**src/rtl/sysctl_pkg.sv**
```systemverilog
package sysctl_pkg;
  localparam int XLEN   = 64;
  localparam int NREG   = 32;
  localparam int IDX_W  = $clog2(NREG);
  localparam int STATUS_SLOT = 12;
  localparam int MODE_BIT    = 26;

  function automatic logic is_alias(input int unsigned slot);
    case (slot)
      7, 21, 22, 23, 24, 25, 31: is_alias = 1'b1;
      default:                   is_alias = 1'b0;
    endcase
  endfunction

  // bits loaded from write data
  function automatic logic [XLEN-1:0] take_mask(input int unsigned slot);
    case (slot)
      4:                         take_mask = 64'hFFFF_FFFF_FF80_0000;
      6:                         take_mask = 64'h0000_0000_0000_003F;
      8, 15, 27:                 take_mask = '0;
      7, 21, 22, 23, 24, 25, 31: take_mask = '0;
      12:                        take_mask = 64'hFFFF_FFFF_FFF7_FFFF;
      16:                        take_mask = 64'h0000_0000_3F00_800F;
      17:                        take_mask = 64'h0000_0000_FFFF_FFFF;
      20:                        take_mask = 64'hFFFF_FFFE_0000_0000;
      26:                        take_mask = 64'h0000_0000_0000_00FF;
      default:                   take_mask = '1;
    endcase
  endfunction

  // bits retained from previous contents
  function automatic logic [XLEN-1:0] keep_mask(input int unsigned slot);
    case (slot)
      4:                         keep_mask = 64'h0000_0000_007F_FFF0;
      8, 15, 27:                 keep_mask = '1;
      7, 21, 22, 23, 24, 25, 31: keep_mask = '1;
      16:                        keep_mask = 64'h0000_0000_C0FF_7FF0;
      17:                        keep_mask = 64'hFFFF_FFFF_0000_0000;
      20:                        keep_mask = 64'h0000_0001_FFFF_FFFF;
      default:                   keep_mask = '0;
    endcase
  endfunction
endpackage

```
**src/rtl/sysctl_slot.sv**
```systemverilog
module sysctl_slot
  import sysctl_pkg::*;
#(
  parameter int SLOT = 0
) (
  input  logic            clk,
  input  logic            rst,
  input  logic            wr_en,
  input  logic [XLEN-1:0] wr_data,
  output logic [XLEN-1:0] q
);
  localparam logic [XLEN-1:0] TAKE = take_mask(SLOT);
  localparam logic [XLEN-1:0] KEEP = keep_mask(SLOT);

  always_ff @(posedge clk) begin
    if (rst)        q <= '0;
    else if (wr_en) q <= (wr_data & TAKE) | (q & KEEP);
  end
endmodule

```
**src/rtl/sysctl_hold.sv**
```systemverilog
module sysctl_hold
  import sysctl_pkg::*;
(
  input  logic            clk,
  input  logic            rst,
  input  logic            wr_en,
  input  logic [XLEN-1:0] wr_data,
  output logic [XLEN-1:0] q
);
  always_ff @(posedge clk) begin
    if (rst)        q <= '0;
    else if (wr_en) q <= wr_data;
  end
endmodule

```
**src/rtl/sysctl_mode_edge.sv**
```systemverilog
module sysctl_mode_edge (
  input  logic clk,
  input  logic rst,
  input  logic status_we,
  input  logic old_bit,
  input  logic new_bit,
  output logic pulse
);
  always_ff @(posedge clk) begin
    if (rst) pulse <= 1'b0;
    else     pulse <= status_we && (old_bit != new_bit);
  end
endmodule

```
**src/rtl/sysctl_regfile.sv**
```systemverilog
module sysctl_regfile
  import sysctl_pkg::*;
(
  input  logic             clk,
  input  logic             rst,
  input  logic             wr_valid,
  input  logic [IDX_W-1:0] wr_idx,
  input  logic [XLEN-1:0]  wr_data,
  input  logic [IDX_W-1:0] rd_idx,
  output logic [XLEN-1:0]  rd_data,
  output logic             fr_toggle
);
  logic [XLEN-1:0] regs_q [NREG];
  logic [XLEN-1:0] hold_q;
  logic [NREG-1:0] alias_map;

  for (genvar g = 0; g < NREG; g++) begin : g_slot
    sysctl_slot #(.SLOT(g)) u_slot (
      .clk     (clk),
      .rst     (rst),
      .wr_en   (wr_valid && (wr_idx == IDX_W'(g))),
      .wr_data (wr_data),
      .q       (regs_q[g])
    );
    assign alias_map[g] = is_alias(g);
  end

  sysctl_hold u_hold (
    .clk     (clk),
    .rst     (rst),
    .wr_en   (wr_valid),
    .wr_data (wr_data),
    .q       (hold_q)
  );

  sysctl_mode_edge u_edge (
    .clk       (clk),
    .rst       (rst),
    .status_we (wr_valid && (wr_idx == IDX_W'(STATUS_SLOT))),
    .old_bit   (regs_q[STATUS_SLOT][MODE_BIT]),
    .new_bit   (wr_data[MODE_BIT]),
    .pulse     (fr_toggle)
  );

  always_comb begin
    if (alias_map[rd_idx]) rd_data = hold_q;
    else                   rd_data = regs_q[rd_idx];
  end
endmodule

```
**config.mk**
```make
export PLATFORM = sky130hd
export DESIGN_NAME = sysctl_regfile
export DESIGN_NICKNAME = d
export VERILOG_FILES = /design/src/rtl/sysctl_pkg.sv /design/src/rtl/sysctl_slot.sv /design/src/rtl/sysctl_hold.sv /design/src/rtl/sysctl_mode_edge.sv /design/src/rtl/sysctl_regfile.sv
export SDC_FILE = /design/constraint.sdc
export NUM_CORES = 2
export LEC_CHECK = 0
export ABC_CLOCK_PERIOD_IN_PS = 2300
export BUFFER_PORTS_ARGS = -buffer_cell sky130_fd_sc_hd__clkbuf_2
export CORE_MARGIN = 2
export CORE_UTILIZATION = 56
export CTS_CLUSTER_DIAMETER = 150
export CTS_CLUSTER_SIZE = 40
export DETAILED_ROUTE_END_ITERATION = 16
export GPL_ROUTABILITY_DRIVEN = 0
export PLACE_DENSITY = 0.76
export SKIP_LAST_GASP = 1
export SLEW_MARGIN = 20
export SYNTH_ARGS = -nofsm -noshare
export SYNTH_HDL_FRONTEND = slang
export SYNTH_SLANG_ARGS = --single-unit
```
**constraint.sdc**
```tcl
create_clock -name clk -period 2.3 [get_ports clk]
set_clock_uncertainty 0.15 [all_clocks]
set_input_delay 0.345 -clock clk [delete_from_list [all_inputs] [get_ports clk]]
set_output_delay 0.345 -clock clk [all_outputs]
set_load 0.1 [all_outputs]
```
# Word-level counts from Yosys, hierarchy flattened

Memory sizes are Yosys's and may differ from the RTL's.
Cells that the tools add are included.
W data, S select, Z words.

Logic and storage cells: 83
Flip-flop bits (word level): 1358
Memories kept: 1
Memory bits (read-only): 32
Output and inout bits: 65
Bits of input ports: 77

$lt $le $gt $ge: 2
Bitwise gates (word level): 5
Eq/ne operators: 22
Multiplexer cells: 5
Reductions and logical operators: 24

Memories:

| name            | words | bits a word | rd ports | clocked after memory_dff | write ports | line                 | source |
|---|---|---|---|---|---|---|---|
| (no name shown) | 32    | 1           | 1        | 0                        | 0           | sysctl_regfile.sv:46 | `if (alias_map[rd_idx]) rd_data = hold_q;` |

Operator list:

| kind                 | count |
|---|---|
| $bmux W64 S5         | 1 |
| $mux W64             | 3 |
| $or A32 B64 Y64      | 1 |
| $or A64 B23 Y64      | 1 |
| $or A64 B33 Y64      | 1 |
| $eq A5 B5 Y1 const B | 9 |
| $or A30 B32 Y32      | 1 |
| $eq A5 B4 Y1 const B | 6 |
| $logic_and A1 B1 Y1  | 23 |
| $eq A5 B3 Y1 const B | 3 |
| $eq A5 B2 Y1 const B | 2 |
| $ge A6 B6 Y1 const B | 1 |
| $lt A5 B6 Y1 const B | 1 |
| $not A5 Y6           | 1 |
| $eq A5 B1 Y1 const B | 1 |
| $logic_not A5 Y1     | 1 |
| $mux W1              | 1 |
| $ne A1 B1 Y1         | 1 |

# Longest topological paths before layout

Depth after elaboration: 5
Gate-level depth with buffers: 9
Mapped depth without buffers: 5

# By module

Synthesis repeated with hierarchy kept, for this count alone.

Cells, all modules: 6196
Area, all modules: 67542.3 µm²

Modules (own cells, without submodules):

| module                               | seq. area each (µm²) | area an instance (µm²) | instances | cells an instance |
|---|---|---|---|---|
| sysctl_slot at g_slot[0].u_slot ...  | 1281.2               | 2290.9                 | 15        | 206 |
| sysctl_regfile                       | 0.0                  | 17081.4                | 1         | 1365 |
| sysctl_slot at g_slot[15].u_slot ... | 0.0                  | 484.2                  | 10        | 65 |
| sysctl_slot at g_slot[12].u_slot     | 1261.2               | 2298.5                 | 1         | 205 |
| sysctl_hold                          | 1281.2               | 2290.9                 | 1         | 206 |
| sysctl_slot at g_slot[4].u_slot      | 820.8                | 1684.1                 | 1         | 157 |
| sysctl_slot at g_slot[17].u_slot     | 640.6                | 1407.6                 | 1         | 136 |
| sysctl_slot at g_slot[20].u_slot     | 620.6                | 1381.3                 | 1         | 134 |
| sysctl_slot at g_slot[16].u_slot     | 220.2                | 788.3                  | 1         | 89 |
| sysctl_slot at g_slot[26].u_slot     | 160.2                | 709.4                  | 1         | 83 |
| sysctl_slot at g_slot[6].u_slot      | 120.1                | 653.1                  | 1         | 78 |
| sysctl_mode_edge                     | 20.0                 | 41.3                   | 1         | 3 |

# Worst setup path after synthesis

OpenSTA, ideal clock, no wires.

Path type: input to output
Start: in rd_idx[0]
End: out rd_data[33]
Arrival time: 3.032 ns
Setup slack: -1.227 ns
Buffers on the path: 4
Required time: 1.805 ns
Stages: 8
Path through: buf_6 -> buf_6 -> buf_6 -> buf_6 -> nor3_2 -> o2bb2ai_1 -> a311oi_1 -> o2bb2ai_1

Longest elaborated chain between the ends: 5
Elaborated cells between the ends (all ways): 7
Classes of those cells: mux (5); bitwise (1); memory (1)

Ends and longest elaborated chain:

| element                                      | line                 | source |
|---|---|---|
| start: declaration                           | sysctl_regfile.sv:9  | `input logic [IDX_W-1:0] rd_idx,` |
| $not A5 Y6 (not written as such)             | sysctl_regfile.sv:47 | `else rd_data = regs_q[rd_idx];` |
| $bmux W64 S5                                 | sysctl_regfile.sv:47 |  |
| $mux W64 (not written as such) (2 in series) | sysctl_regfile.sv:47 |  |
| $mux W64 *                                   | sysctl_regfile.sv:46 |  |
| end: declaration                             | sysctl_regfile.sv:10 | `output logic [XLEN-1:0] rd_data,` |

Every way passes the cells marked *; elsewhere a longest branch is shown, timed or not. The select of a mux whose other input is x is not followed.

# Final worst setup path

Start: reg g_slot[10].u_slot.q[49]
End: out rd_data[49]

Longest elaborated chain between the ends: 4

Ends and longest elaborated chain:

| element                                      | line                 | source |
|---|---|---|
| start: declaration                           | sysctl_slot.sv:10    | `output logic [XLEN-1:0] q` |
| start signal: assignment                     | sysctl_slot.sv:17    | `else if (wr_en) q <= (wr_data & TAKE) \| (q & KEEP);` |
| $bmux W64 S5                                 | sysctl_regfile.sv:47 |  |
| $mux W64 (not written as such) (2 in series) | sysctl_regfile.sv:47 |  |
| $mux W64                                     | sysctl_regfile.sv:46 |  |

Every way passes these cells. The select of a mux whose other input is x is not followed.

==> results.py <==
metrics = {
    "timing": {
        "max_freq_mhz": 343,
        "slew_headroom_pct": 34.6,
        "fin_ws_ns": -0.615,
        "post-route-min-period_ns": 2.92,
        "finalHoldViolCount": 0,
        "grt_setup_unrepaired": "yes",
        "whs_ns": 0.0197,
        "tns_ns": -32.29,
        "worst_pin_slew_ns": 0.982,
        "period_share_pct": 127,
        "setup_viol": 64,
        "slew_viol_final": 0,
    },
    "yosys": {
        "synth_nets": 6722,
        "synth_top_family_by_area": "simple AND/OR/NAND/NOR gates",
        "synth_cell_types": 60,
        "ys_ff_latch": 1217,
        "postSynth.asyncResetShare_pct": 0,
        "ys_warn_count": 0,
        "muxShareOfSynthArea_pct": 10.3,
        "netlist_area_um2": 52700,
        "yosys.area_share.adder_pct": 0.0214,
        "synth_compound_area_share_pct": 18.6,
        "syn_avg_cell_area_um2": 7.93,
        "synth_xor_area_share_pct": 0.0166,
        "ys_dominant_reg_cell": "dfxtp_1",
        "syn_inst": 6645,
        "synth_edf_count": 0,
        "synth_simple_gate_area_share_pct": 19.0,
        "ys_seq_area_share_pct": 46.2,
    },
    "status": {
        "violations": "setup timing",
        "status": "finished, violations left",
    },
    "cts": {
        "path_clk_slew_ns": 0.14,
        "htree_levels": 2,
        "cts.path.max_buffers": 3,
        "cts_tree": "yes",
        "ctsRootBufferMaster": "clkbuf_16",
        "insertion_delay_ns": 0.66,
        "cts-buffers-inserted": 36,
        "cts.sinks": 1217,
    },
    "floorplanning": {
        "rows": 112,
        "die_w_um": 311,
        "die_y_um": 311,
        "initial_core_util_pct": 56.4,
        "dieArea_um2": 96500,
        "pin_count": 142,
        "core-area_um2": 93300,
    },
    "setup_path": {
        "critPathBufInv": 1,
        "cp_max_fo": 2,
        "path_depth": 6,
        "worstPathArrival_ns": 2.42,
        "timing.rr.end": "g_slot[3].u_slot.q[22]",
        "required_ns": 1.80,
        "critPathTopFamily": "compound AO/OA/AOI/OAI gates",
        "reg2reg_depth": 3,
        "rr_startpoint": "g_slot[3].u_slot.q[22]",
        "slowest_delay_ns": 0.40,
        "critPathCaptureType": "output port",
        "r2r_setup_slack_ns": 1.43,
        "cp_slowest_cell": "a221o_1",
        "path_cells": "mux2_4 -> a221oi_2 -> a21oi_1 -> a221o_1 -> a22o_4 -> buf_12",
        "cp-start-kind": "flip-flop",
        "path_class": "reg -> out",
    },
    "min_path": {
        "hold_class": "in -> reg",
        "whs_path_depth": 3,
        "hold_start": "wr_data[54]",
        "hold_end": "g_slot[11].u_slot.q[54]",
    },
    "placed_design": {
        "dp_slack_ns": -0.730,
        "port_buffers": 141,
        "dp_hpwl_um": 117000,
    },
    "power_and_ir_drop": {
        "vdd.ir_drop.worst_mv": 0.562,
        "power.density_nw_per_um2": 586,
        "leakagePower_nw": 21.2,
        "power_mw": 36.0,
    },
    "finish": {
        "nets": 6693,
        "area_delta_synth_final_pct": 16.7,
        "nFillCells": 7458,
        "multi_input_area_um2": 27100,
        "drive_gt1_share_pct": 16.1,
        "seqCellArea_um2": 24500,
    },
    "drt": {
        "wl_um": 192000,
        "dr.first_iter.drc_count": 7547,
        "num_vias": 50700,
        "ant_nets": 0,
        "vias_per_cell": 6.44,
        "drcViolationCount": 0,
        "firstDrtPassIters": 8,
        "drt-wirelength-per-cell_um": 24.4,
    },
    "job": {
        "maxCapViolCount": 0,
    },
    "global_routing": {
        "grtUsageTotal_pct": 38.1,
        "grt_pass1_vias": 48300,
        "antenna_found_initial": 13,
        "grt_pass1_wl_um": 289000,
        "grt_max_degree": 85,
        "overflow": 0,
    },
}
## layout by cell type (no fill, tap or decap), types with 17 or more instances in the layout
cell type and instances:
clkbuf_2 70, a21oi_1 1222, mux4_2 64, mux2_2 45
o221ai_1 51, o21ai_0 38, mux2i_1 307, a22oi_1 41
o2bb2ai_4 21, nand3_1 28, o211ai_1 21, dfxtp_2 76
clkbuf_16 38, o21ai_1 23, nor2_1 159, a221oi_2 21
a22o_4 39, a221o_1 41, a2bb2oi_1 31, buf_12 211
dlygate4sd3_1 17, dfxtp_1 1141, mux2_4 28, nand2_1 2312
buf_4 284
## routing by layer
| layer | share of wire (%) | up-vias | GRT usage, % |
|---|---|---|---|
| li1 | - | 22300 | - |
| met1 | 37 | 23900 | 50.9 |
| met2 | 43 | 3738 | 57.6 |
| met3 | 14 | 813 | 8.96 |
| met4 | 5.7 | 8 | 19.4 |
| met5 | 0.031 | - | 0 |
## worst reg2reg max path, cell delays in order (launching register included)
cell and delay, ns:
dfxtp_2 0.36, buf_4 0.10, nand2_1 0.05, a21oi_1 0.15
## per-stage QoR
stage	instances	instance area, µm²	util, %
4_1_cts	7864	61200	65.5
6_report	7884	61500	65.9
2_1_floorplan	6645	53800	-
3_3_place_gp	7795	59200	63.4
5_1_grt	7876	61400	65.8
3_5_place_dp	7795	59200	63.4
## layout make-up
cell class | count | area share [%]
antenna | 11 | 0.0448
clock buffer | 39 | 1.57
clock inverter | 2 | 0.0753
inverter | 10 | 0.0631
multi-input combinational | 4746 | 44.1
sequential | 1217 | 39.8
tap | 1254 | 2.55
timing repair buffer | 605 | 11.8
## power breakdown
group	switching [mW]	internal, mW
Sequential	0.135	21.3
Combinational	3.24	1.76
Clock	6.49	3.09
Total	9.86	26.2
## worst max-delay path by stage
stage	from	endpoint	slack [ns]
after global placement	rd_idx[0]	rd_data[33]	-0.74
after global routing	g_slot[10].u_slot.q[49]	rd_data[49]	-0.65
after floorplan	rd_idx[4]	rd_data[32]	-0.57
after detailed placement	rd_idx[0]	rd_data[33]	-0.73
after CTS	g_slot[10].u_slot.q[49]	rd_data[49]	-0.59
final	g_slot[10].u_slot.q[49]	rd_data[49]	-0.62
## synth_stat cells (all sizes together), types with 4 or more instances
| cell type | count | area, µm² |
|---|---|---|
| a2111oi | 5 | 43.8 |
| a211oi | 21 | 163 |
| a21oi | 1233 | 6170 |
| a221o | 42 | 420 |
| a221oi | 34 | 298 |
| a22o | 41 | 359 |
| a22oi | 42 | 315 |
| a2bb2oi | 31 | 272 |
| a311o | 9 | 90.1 |
| a311oi | 14 | 123 |
| a31oi | 5 | 31.3 |
| a32o | 5 | 50.1 |
| and2 | 7 | 43.8 |
| and3 | 4 | 25.0 |
| buf | 219 | 1300 |
| clkbuf | 454 | 1700 |
| dfxtp | 1217 | 24400 |
| inv | 8 | 30.0 |
| mux2 | 81 | 912 |
| mux2i | 307 | 3070 |
| mux4 | 64 | 1440 |
| nand2 | 2337 | 8770 |
| nand2b | 9 | 56.3 |
| nand3 | 34 | 170 |
| nor2 | 170 | 646 |
| nor2b | 13 | 88.8 |
| nor3 | 15 | 95.1 |
| nor3b | 4 | 30.0 |
| o211ai | 21 | 158 |
| o21ai | 72 | 360 |
| o221ai | 51 | 447 |
| o22a | 5 | 43.8 |
| o22ai | 15 | 93.8 |
| o2bb2ai | 31 | 272 |
## cells by family (layout without fill, tap and decap cells)
logic type | after synthesis | count (layout)
buffers and inverters | 683 | 656
other | 0 | 11
AO/OA/AOI/OAI | 1687 | 1687
adder cells (fa/ha/maj) | 1 | 1
XOR/XNOR | 1 | 1
multiplexers | 452 | 452
AND/OR/NAND/NOR | 2604 | 2605
flip-flops | 1217 | 1217
## state kept, by name, summed over array words and instances, names as in the netlist
name,cells
u_hold.q,64
g_slot.u_slot.q,1152
u_edge.pulse,1
## timing repair
action / 4_1_cts / 5_1_grt
endpoints found under the hold margin: 178 / 0
setup endpoints to repair: 64 / 64
buffers inserted: 7 / 9
resized for setup: 190 / 48
pin swaps: 136 / 37
gates cloned: 5 / 0
hold buffers: 17 / 0
Power figures use the tool's default switching activity.
